## src/rtl/dsu_pkg.sv

```systemverilog
package dsu_pkg;

  localparam int WORD_W    = 32;
  localparam int IDX_W     = 4;
  localparam int CTRL_W    = 8;
  localparam int MAX_WORDS = 15;

  typedef struct packed {
    logic [IDX_W-1:0] idx;
    logic             en;
  } dsu_ctrl_t;

  function automatic logic [CTRL_W-1:0] pack_ctrl(dsu_ctrl_t c);
    return {c.idx, 3'b000, c.en};
  endfunction

  function automatic dsu_ctrl_t unpack_ctrl(logic [CTRL_W-1:0] w);
    dsu_ctrl_t c;
    c.idx = w[7:4];
    c.en  = w[0];
    return c;
  endfunction

  function automatic logic idx_in_range(logic [IDX_W-1:0] idx, logic [IDX_W-1:0] cnt);
    return idx < cnt;
  endfunction

endpackage

```

## src/rtl/dsu_ctrl_reg.sv

```systemverilog
module dsu_ctrl_reg
  import dsu_pkg::*;
(
  input  logic              clk,
  input  logic              por_n,
  input  logic              lock_we,
  input  logic              lock_wdata,
  input  logic              ctrl_we,
  input  logic [CTRL_W-1:0] ctrl_wdata,
  input  logic              sys_rst_evt,
  output logic              lock_q,
  output dsu_ctrl_t         ctrl_q
);

  logic      ctrl_wr_ok;
  logic      lock_clr;
  dsu_ctrl_t wr_val;

  assign ctrl_wr_ok = ctrl_we & lock_q;
  assign lock_clr   = lock_we & ~lock_wdata;
  assign wr_val     = unpack_ctrl(ctrl_wdata);

  always_ff @(posedge clk or negedge por_n) begin
    if (!por_n) begin
      lock_q <= 1'b1;
    end else if (lock_clr) begin
      lock_q <= 1'b0;
    end
  end

  always_ff @(posedge clk or negedge por_n) begin
    if (!por_n) begin
      ctrl_q <= '0;
    end else begin
      if (ctrl_wr_ok) begin
        ctrl_q.idx <= wr_val.idx;
        ctrl_q.en  <= wr_val.en;
      end
      if (sys_rst_evt) begin
        ctrl_q.en <= 1'b0;
      end
    end
  end


  lock_sticky_chk: assert property (@(posedge clk) disable iff (!por_n)
    !lock_q |=> !lock_q);


  locked_hold_chk: assert property (@(posedge clk) disable iff (!por_n)
    (!lock_q && ctrl_we) |=> $stable(ctrl_q.idx));


  en_drop_chk: assert property (@(posedge clk) disable iff (!por_n)
    sys_rst_evt |=> !ctrl_q.en);


  lock_keep_chk: assert property (@(posedge clk) disable iff (!por_n)
    (sys_rst_evt && !lock_we) |=> $stable(lock_q));

endmodule

```

## src/rtl/dsu_store.sv

```systemverilog
module dsu_store
  import dsu_pkg::*;
#(
  parameter int NUM_WORDS = 6
) (
  input  logic                        clk,
  input  logic                        por_n,
  input  logic                        capture,
  input  logic [NUM_WORDS*WORD_W-1:0] dump_in,
  output logic [NUM_WORDS*WORD_W-1:0] snap_q,
  output logic [IDX_W-1:0]            cnt_q
);

  localparam logic [IDX_W-1:0] FULL_CNT = IDX_W'(NUM_WORDS);

  for (genvar k = 0; k < NUM_WORDS; k++) begin : g_word
    always_ff @(posedge clk or negedge por_n) begin
      if (!por_n) begin
        snap_q[k*WORD_W +: WORD_W] <= '0;
      end else if (capture) begin
        snap_q[k*WORD_W +: WORD_W] <= dump_in[k*WORD_W +: WORD_W];
      end
    end
  end

  always_ff @(posedge clk or negedge por_n) begin
    if (!por_n) begin
      cnt_q <= '0;
    end else if (capture) begin
      cnt_q <= FULL_CNT;
    end
  end


  cnt_full_chk: assert property (@(posedge clk) disable iff (!por_n)
    capture |=> (cnt_q == FULL_CNT));


  snap_hold_chk: assert property (@(posedge clk) disable iff (!por_n)
    !capture |=> ($stable(snap_q) && $stable(cnt_q)));

endmodule

```

## src/rtl/dsu_readmux.sv

```systemverilog
module dsu_readmux
  import dsu_pkg::*;
#(
  parameter int NUM_WORDS = 6
) (
  input  logic [IDX_W-1:0]            idx,
  input  logic [IDX_W-1:0]            cnt,
  input  logic [NUM_WORDS*WORD_W-1:0] snap,
  output logic [WORD_W-1:0]           rdata
);

  localparam int SLOTS = 1 << IDX_W;

  logic [WORD_W-1:0] slot [SLOTS];

  for (genvar k = 0; k < SLOTS; k++) begin : g_slot
    if (k < NUM_WORDS) begin : g_used
      assign slot[k] = snap[k*WORD_W +: WORD_W];
    end else begin : g_empty
      assign slot[k] = '0;
    end
  end

  always_comb begin
    rdata = '0;
    if (idx_in_range(idx, cnt)) begin
      rdata = slot[idx];
    end
  end

endmodule

```

## src/rtl/diag_snapshot_unit.sv

```systemverilog
module diag_snapshot_unit
  import dsu_pkg::*;
#(
  parameter int NUM_WORDS = 6
) (
  input  logic                        clk,
  input  logic                        por_n,
  input  logic                        sys_rst_evt,
  input  logic                        lock_we,
  input  logic                        lock_wdata,
  input  logic                        ctrl_we,
  input  logic [7:0]                  ctrl_wdata,
  input  logic [NUM_WORDS*32-1:0]     dump_in,
  output logic                        lock_rdata,
  output logic [7:0]                  ctrl_rdata,
  output logic [3:0]                  avail_cnt,
  output logic [31:0]                 word_rdata
);

  dsu_ctrl_t                   ctrl_q;
  logic                        lock_q;
  logic                        capture_fire;
  logic [NUM_WORDS*WORD_W-1:0] snap_q;
  logic [IDX_W-1:0]            cnt_q;

  assign capture_fire = sys_rst_evt & ctrl_q.en;

  dsu_ctrl_reg u_ctrl (
    .clk         (clk),
    .por_n       (por_n),
    .lock_we     (lock_we),
    .lock_wdata  (lock_wdata),
    .ctrl_we     (ctrl_we),
    .ctrl_wdata  (ctrl_wdata),
    .sys_rst_evt (sys_rst_evt),
    .lock_q      (lock_q),
    .ctrl_q      (ctrl_q)
  );

  dsu_store #(.NUM_WORDS(NUM_WORDS)) u_store (
    .clk     (clk),
    .por_n   (por_n),
    .capture (capture_fire),
    .dump_in (dump_in),
    .snap_q  (snap_q),
    .cnt_q   (cnt_q)
  );

  dsu_readmux #(.NUM_WORDS(NUM_WORDS)) u_rmux (
    .idx   (ctrl_q.idx),
    .cnt   (cnt_q),
    .snap  (snap_q),
    .rdata (word_rdata)
  );

  assign lock_rdata = lock_q;
  assign ctrl_rdata = pack_ctrl(ctrl_q);
  assign avail_cnt  = cnt_q;


  empty_read_chk: assert property (@(posedge clk) disable iff (!por_n)
    (avail_cnt == 4'd0) |-> (word_rdata == 32'd0));


  rsvd_zero_chk: assert property (@(posedge clk) disable iff (!por_n)
    ctrl_rdata[3:1] == 3'b000);


  cap_count_chk: assert property (@(posedge clk) disable iff (!por_n)
    (sys_rst_evt && ctrl_rdata[0]) |=> (avail_cnt == 4'(NUM_WORDS)));

endmodule

```

## config.mk

```make
export PLATFORM = sky130hd
export DESIGN_NAME = diag_snapshot_unit
export DESIGN_NICKNAME = d
export VERILOG_FILES = /design/src/rtl/dsu_pkg.sv /design/src/rtl/dsu_ctrl_reg.sv /design/src/rtl/dsu_store.sv /design/src/rtl/dsu_readmux.sv /design/src/rtl/diag_snapshot_unit.sv
export SDC_FILE = /design/constraint.sdc
export NUM_CORES = 1
export LEC_CHECK = 0
export CORE_AREA = 2 2 115 161
export DETAILED_ROUTE_END_ITERATION = 10
export DIE_AREA = 0 0 117 163
export GPL_ROUTABILITY_DRIVEN = 0
export GPL_TIMING_DRIVEN = 0
export PLACE_DENSITY = 0.83
export RECOVER_POWER = 100
export SYNTH_ARGS = -nofsm -noshare
export SYNTH_HDL_FRONTEND = slang
export SYNTH_SLANG_ARGS = --single-unit
```

## constraint.sdc

```tcl
create_clock -name clk -period 3.1 [get_ports clk]
set_input_delay 0.93 -clock clk [delete_from_list [all_inputs] [get_ports clk]]
set_output_delay 0.93 -clock clk [all_outputs]
set_load 0.05 [all_outputs]
```

# Word-level counts from Yosys, hierarchy flattened

Cells that the tools add are included.

Div/mod/pow operators: 0
Magnitude comparators: 2
Reductions and logical operators: 1
Add/sub/neg operators: 0
$mul: 0
Mux-type cells: 6
Bitwise gates (word level): 5
Shifts and indexed selects: 0
Eq/ne operators: 0

Operator list:

| cell               | count |
|---|---|
| $bmux 32 s4        | 1 |
| $mux 32            | 3 |
| $ge 5x5->1 const B | 1 |
| $not 4->5          | 1 |
| $lt 4x3->1         | 1 |
| $and 1x1->1        | 3 |
| $mux 1             | 2 |
| $reduce_bool 2->1  | 1 |
| $not 1->1          | 1 |

Latch bits: 0
Bits in writable memories: 0
Bits of input ports: 206
ROM bits: 0
Memories kept: 0
Output and inout bits: 45
Logic and storage cells: 24
Register bits: 199

# Depth between registers and ports, before layout

Word-level depth: 5
Gate-level depth with buffers: 6
Gate-level depth less buffers: 4

# Cells and area by module

From an unflattened synthesis, not the netlist that was laid out.

Cells, all modules: 665
Area, all modules: 9658.0 um^2

Modules (own cells, without submodules):

| module             | sequential area each (um^2) | instances | cells each | area each (um^2) |
|---|---|---|---|---|
| dsu_store          | 4829.6                      | 1         | 411        | 7240.7 |
| dsu_readmux        | 0.0                         | 1         | 233        | 2133.3 |
| dsu_ctrl_reg       | 151.4                       | 1         | 16         | 251.5 |
| diag_snapshot_unit | 0.0                         | 1         | 5          | 32.5 |

# Worst setup path before layout

No wires, ideal clock.

Path kind: flip-flop to output port
Start point: register, netlist name u_store.cnt_q[1]
End point: output port word_rdata[0]
Cell stages (with the launch flop): 6
Arrival: 2.214 ns
Setup slack: -0.044 ns
Path through: dfrtp_1 -> inv_1 -> ha_1 -> a211o_1 -> clkbuf_1 -> nor2_1

Cells in the longest elaborated chain, start to end: 2

RTL lines:

| what          | line                     | text |
|---|---|---|
| $lt 4x3->1    | dsu_pkg.sv:25            | `return idx < cnt;` |
| $mux 32       | dsu_readmux.sv:26        | `if (idx_in_range(idx, cnt)) begin` |
| end, declared | diag_snapshot_unit.sv:17 | `output logic [31:0] word_rdata` |

No other way between the ends.

# Final worst setup path

Start point: register, netlist name u_ctrl.ctrl_q[1]
End point: output port word_rdata[8]

Cells in the longest elaborated chain, start to end: 5

RTL lines:

| what                                        | line              | text |
|---|---|---|
| $not 4->5 (not written as such)             | dsu_readmux.sv:27 | `rdata = slot[idx];` |
| $bmux 32 s4                                 | dsu_readmux.sv:27 |  |
| $mux 32 (not written as such) (2 in series) | dsu_readmux.sv:27 |  |
| $mux 32 *                                   | dsu_readmux.sv:26 |  |

Mark *: on every way between the ends. The rest lies on a longest branch, timed or not. The select of a mux whose other input is x is not followed.

==> key figures <==
Min path
  • Tightest Hold Check Type: reg2reg
  • Hold worst-path end: u_store.snap_q[125]$_DFFE_PN0P_
  • HP Start: u_store.snap_q[125]$_DFFE_PN0P_
  • Worst Hold Depth: 1

Detailed routing
  • Via density: about 5.5
  • Final wirelength: roughly 25 mm
  • Number of DRC markers in iteration 0: about 260
  • Antenna viol nets, final: 0
  • Total iterations of the first detailed-routing run: 6
  • Residual DRC: 0
  • Vias: between 6000 and 7000
  • DR WL/cell: 22.1 µm

Power and ir drop
  • Leakage: ~6 nW
  • PwrDens: between 400 and 500 mW/mm²
  • Total power: 5.13 mW
  • Switching part of the total: between 20 and 25%
  • Comb pwr share: under 10%
  • Clock group share of total power: ~43%
  • Sw Pwr: ~1.1 mW
  • Pint: between 4 and 5 mW
  • Seq pwr share: approximately half
  • Max rail drop VDD: 0.360 mV

Global route
  • Initial antenna violation count: 7
  • Largest net degree at the start of global routing: slightly above 100
  • Total track usage: 26.6%
  • Number of global-route vias before repair: a little under 7000
  • Aggregate global routing overflow: 0
  • First-pass GRT wire length: ~37 mm

Finish
  • Layout Nets: ~1100
  • Area of the multi-input gates: between 0.003 and 0.004 mm²
  • Design Area, Final: 0.0124 mm²
  • Fillcell total: around 1300
  • Utilization after layout: a little over two thirds
  • Post-Layout Cell Count: about 1100
  • FF/Latch Area: 0.00498 mm²
  • Fraction of layout cells with a size suffix above 1: 41.9%
  • Synth-to-Final Area Change: 38.7%

Flow run
  • Max-cap violations: 1

CTS
  • CTS tree: done
  • CTS Buf Count: 17
  • Root Buffer: clkbuf_16
  • Clock-pin slew on the worst setup and hold paths: 0.07 ns
  • Bufs on Longest Clock Path: 2
  • Clock sinks: about 200
  • CTS H-tree depth: 4
  • Clk_lat worst skew: between 0.4 and 0.5 ns

Synth
  • Mapped cell area: about 0.009 mm²
  • Syn avg cell area: between 15 and 20 µm²
  • Syn. warnings: 0
  • Mapped Cells: a little under 600
  • Post-synth top area share: between 50 and 60%
  • Seq/Total Area, Yosys: 55.5%
  • Synth unique cells: 20
  • Synthesized flop and latch total: 199
  • Post-synth top area cell: dfrtp_1
  • Top cells by area, synth: dfrtp_1 55%, mux2_2 29%, mux4_2 8.0%

Timing
  • Period utilization: between 90% and 100%
  • Max Clk Rate: approximately 330 MHz
  • Hold Violations, Final: 0
  • Worst-margin pin slew: 2.22 ns
  • Final Critical Period: roughly 3.1 ns
  • Final setup violation count: 0
  • Final slew viol count: just under 100
  • Post-route setup TNS: 0 ns
  • Relative slew margins: -47.8%
  • RSZ-0062 raised after global routing: true
  • Clock skew: 0.00429 ns

Critical path
  • Critical Path RT: about 2.2 ns
  • Setup crit end kind: output port
  • CP Cell Sequence: buf_12 > buf_4 > mux2_2 > a22oi_1 > nor2_1 > clkbuf_4
  • WP data arrival: roughly 2.2 ns
  • Crit-path leading delay family: buffers and inverters
  • Reg2Reg Depth: 4
  • WP buf/inv: 3
  • CP max FO: 10
  • R2r endpoint: u_store.snap_q[106]$_DFFE_PN0P_
  • Startpoint Class: register
  • Crit-path max cell delay: between 0.4 and 0.5 ns
  • Reg2reg start: u_ctrl.ctrl_q[0]$_DFFE_PN0P_
  • Reg2reg setup slack: approximately 0.86 ns
  • Worst-path cell with the longest stage delay: dfrtp_2
  • Kind of critical path: reg2out
  • Launch point of the worst path: u_ctrl.ctrl_q[1]$_DFFE_PN0P_

Place
  • Port Buffer Count: around 240
  • DP Wirelength: ~18 mm
  • Placed inst area: 0.0117 mm²
  • Dpl cells: roughly 1100

Floorplanning
  • Die X: approximately 120 µm
  • Core Region: 0.0178 mm²
  • Die Height: approximately 160 µm
  • Initial Util: around 50%
  • Row Count: between 50 and 60
  • Num ports: about 250
  • Die area: about 0.019 mm²

Run status
  • Status: finished with violations
  • Failing checks: max-capacitance violations, max-slew violations
[metal layers]
layer  GRT usage [%]  part of all wire [%]  up-vias
met5               0                     0        -
met2            47.7                    55      233
met4            14.2                   4.7        0
met3            5.62                   5.4       58
li1                -                     -     2678
met1            28.8                    35     3148
[cell usage in the layout, fill, tap and decap left out, drive strengths merged]
cell           instances
inv                    4
dlygate4sd3            4
diode                  7
buf                   56
nor2                  31
ha                     1
clkdlybuf4s50        205
conb                   5
a21boi                 1
mux2                 228
nand2                  6
clkbuf                57
nand2b                 1
nand3                  1
nor2b                  1
a22oi                 31
dfrtp                198
bufinv                 2
clkinv                 3
mux4                  32
dfstp                  1
a21oi                  2
a211o                  1
[per-stage QoR]
stage               setup WS [ns]  hold WS, ns
floorplan                 -0.0441        0.474
detailed placement         -0.390        0.487
CTS                      0.000123        0.500
global route              -0.0301        0.514
global placement            -6.59        0.483
finish                     0.0250        0.504
[worst max-delay path by stage]
stage,endpoint,depth (start not counted)
floorplan,word_rdata[0],5
global placement,u_store.snap_q[66]$_DFFE_PN0P_,1
detailed placement,word_rdata[21],6
CTS,word_rdata[20],6
global route,word_rdata[10],7
finish,word_rdata[8],6
[logic make-up after synthesis]
family,share of synthesized area (%)
other,0.0418
AO/OA/AOI/OAI,2.89
buffers and inverters,3.05
AND/OR/NAND/NOR,1.74
flip-flops,55.5
multiplexers,36.6
adder cells (fa/ha/maj),0.139
[power groups by stage]
stage,clock network [mW],logic [mW],registers (mW)
2_1_floorplan,0,0.0210,2.65
3_3_place_gp,0,0.328,2.65
3_5_place_dp,0,0.339,2.64
4_1_cts,2.23,0.342,2.60
5_1_grt,2.34,0.359,2.59
6_report,2.20,0.335,2.60
[worst reg2reg max path: cells and delay by family, from the launching register on]
family | cells | cell delay, ns
buffers and inverters | 2 | 1.14
flip-flops | 1 | 0.42
multiplexers | 1 | 0.42
AND/OR/NAND/NOR | 1 | 0.16
[cell type report]
type	count	share of cell area (%)
antenna	7	0.141
tap	240	2.41
clock inverter	6	0.734
sequential	199	40.0
buffer	48	2.55
clock buffer	25	3.90
multi-input combinational	341	30.3
inverter	3	0.0905
timing repair buffer	249	19.8
[synthesized netlist by cell type, drive strengths merged]
| cell | count |
|---|---|
| buf | 39 |
| mux2 | 228 |
| a211o | 1 |
| nor2b | 1 |
| dfrtp | 198 |
| nand3 | 1 |
| mux4 | 32 |
| a22oi | 31 |
| nand2 | 6 |
| nand2b | 1 |
| a21boi | 1 |
| a21oi | 2 |
| ha | 1 |
| nor2 | 31 |
| clkbuf | 9 |
| conb | 1 |
| dfstp | 1 |
| inv | 3 |
[registers in the layout (all words and copies together) (netlist names)]
name            cells
u_ctrl.ctrl_q       5
u_store.snap_q    192
u_ctrl.lock_q       1
u_store.cnt_q       1
[repair_timing]
action                                 in CTS  in global routing
hold buffers                                0                  0
gates resized for setup                   204                 50
setup endpoints to repair                  32                 31
buffers inserted                            1                  4
gates cloned                                0                  1
endpoints found under the hold margin       0                  0
No activity file was read; power rests on OpenSTA's default activity.
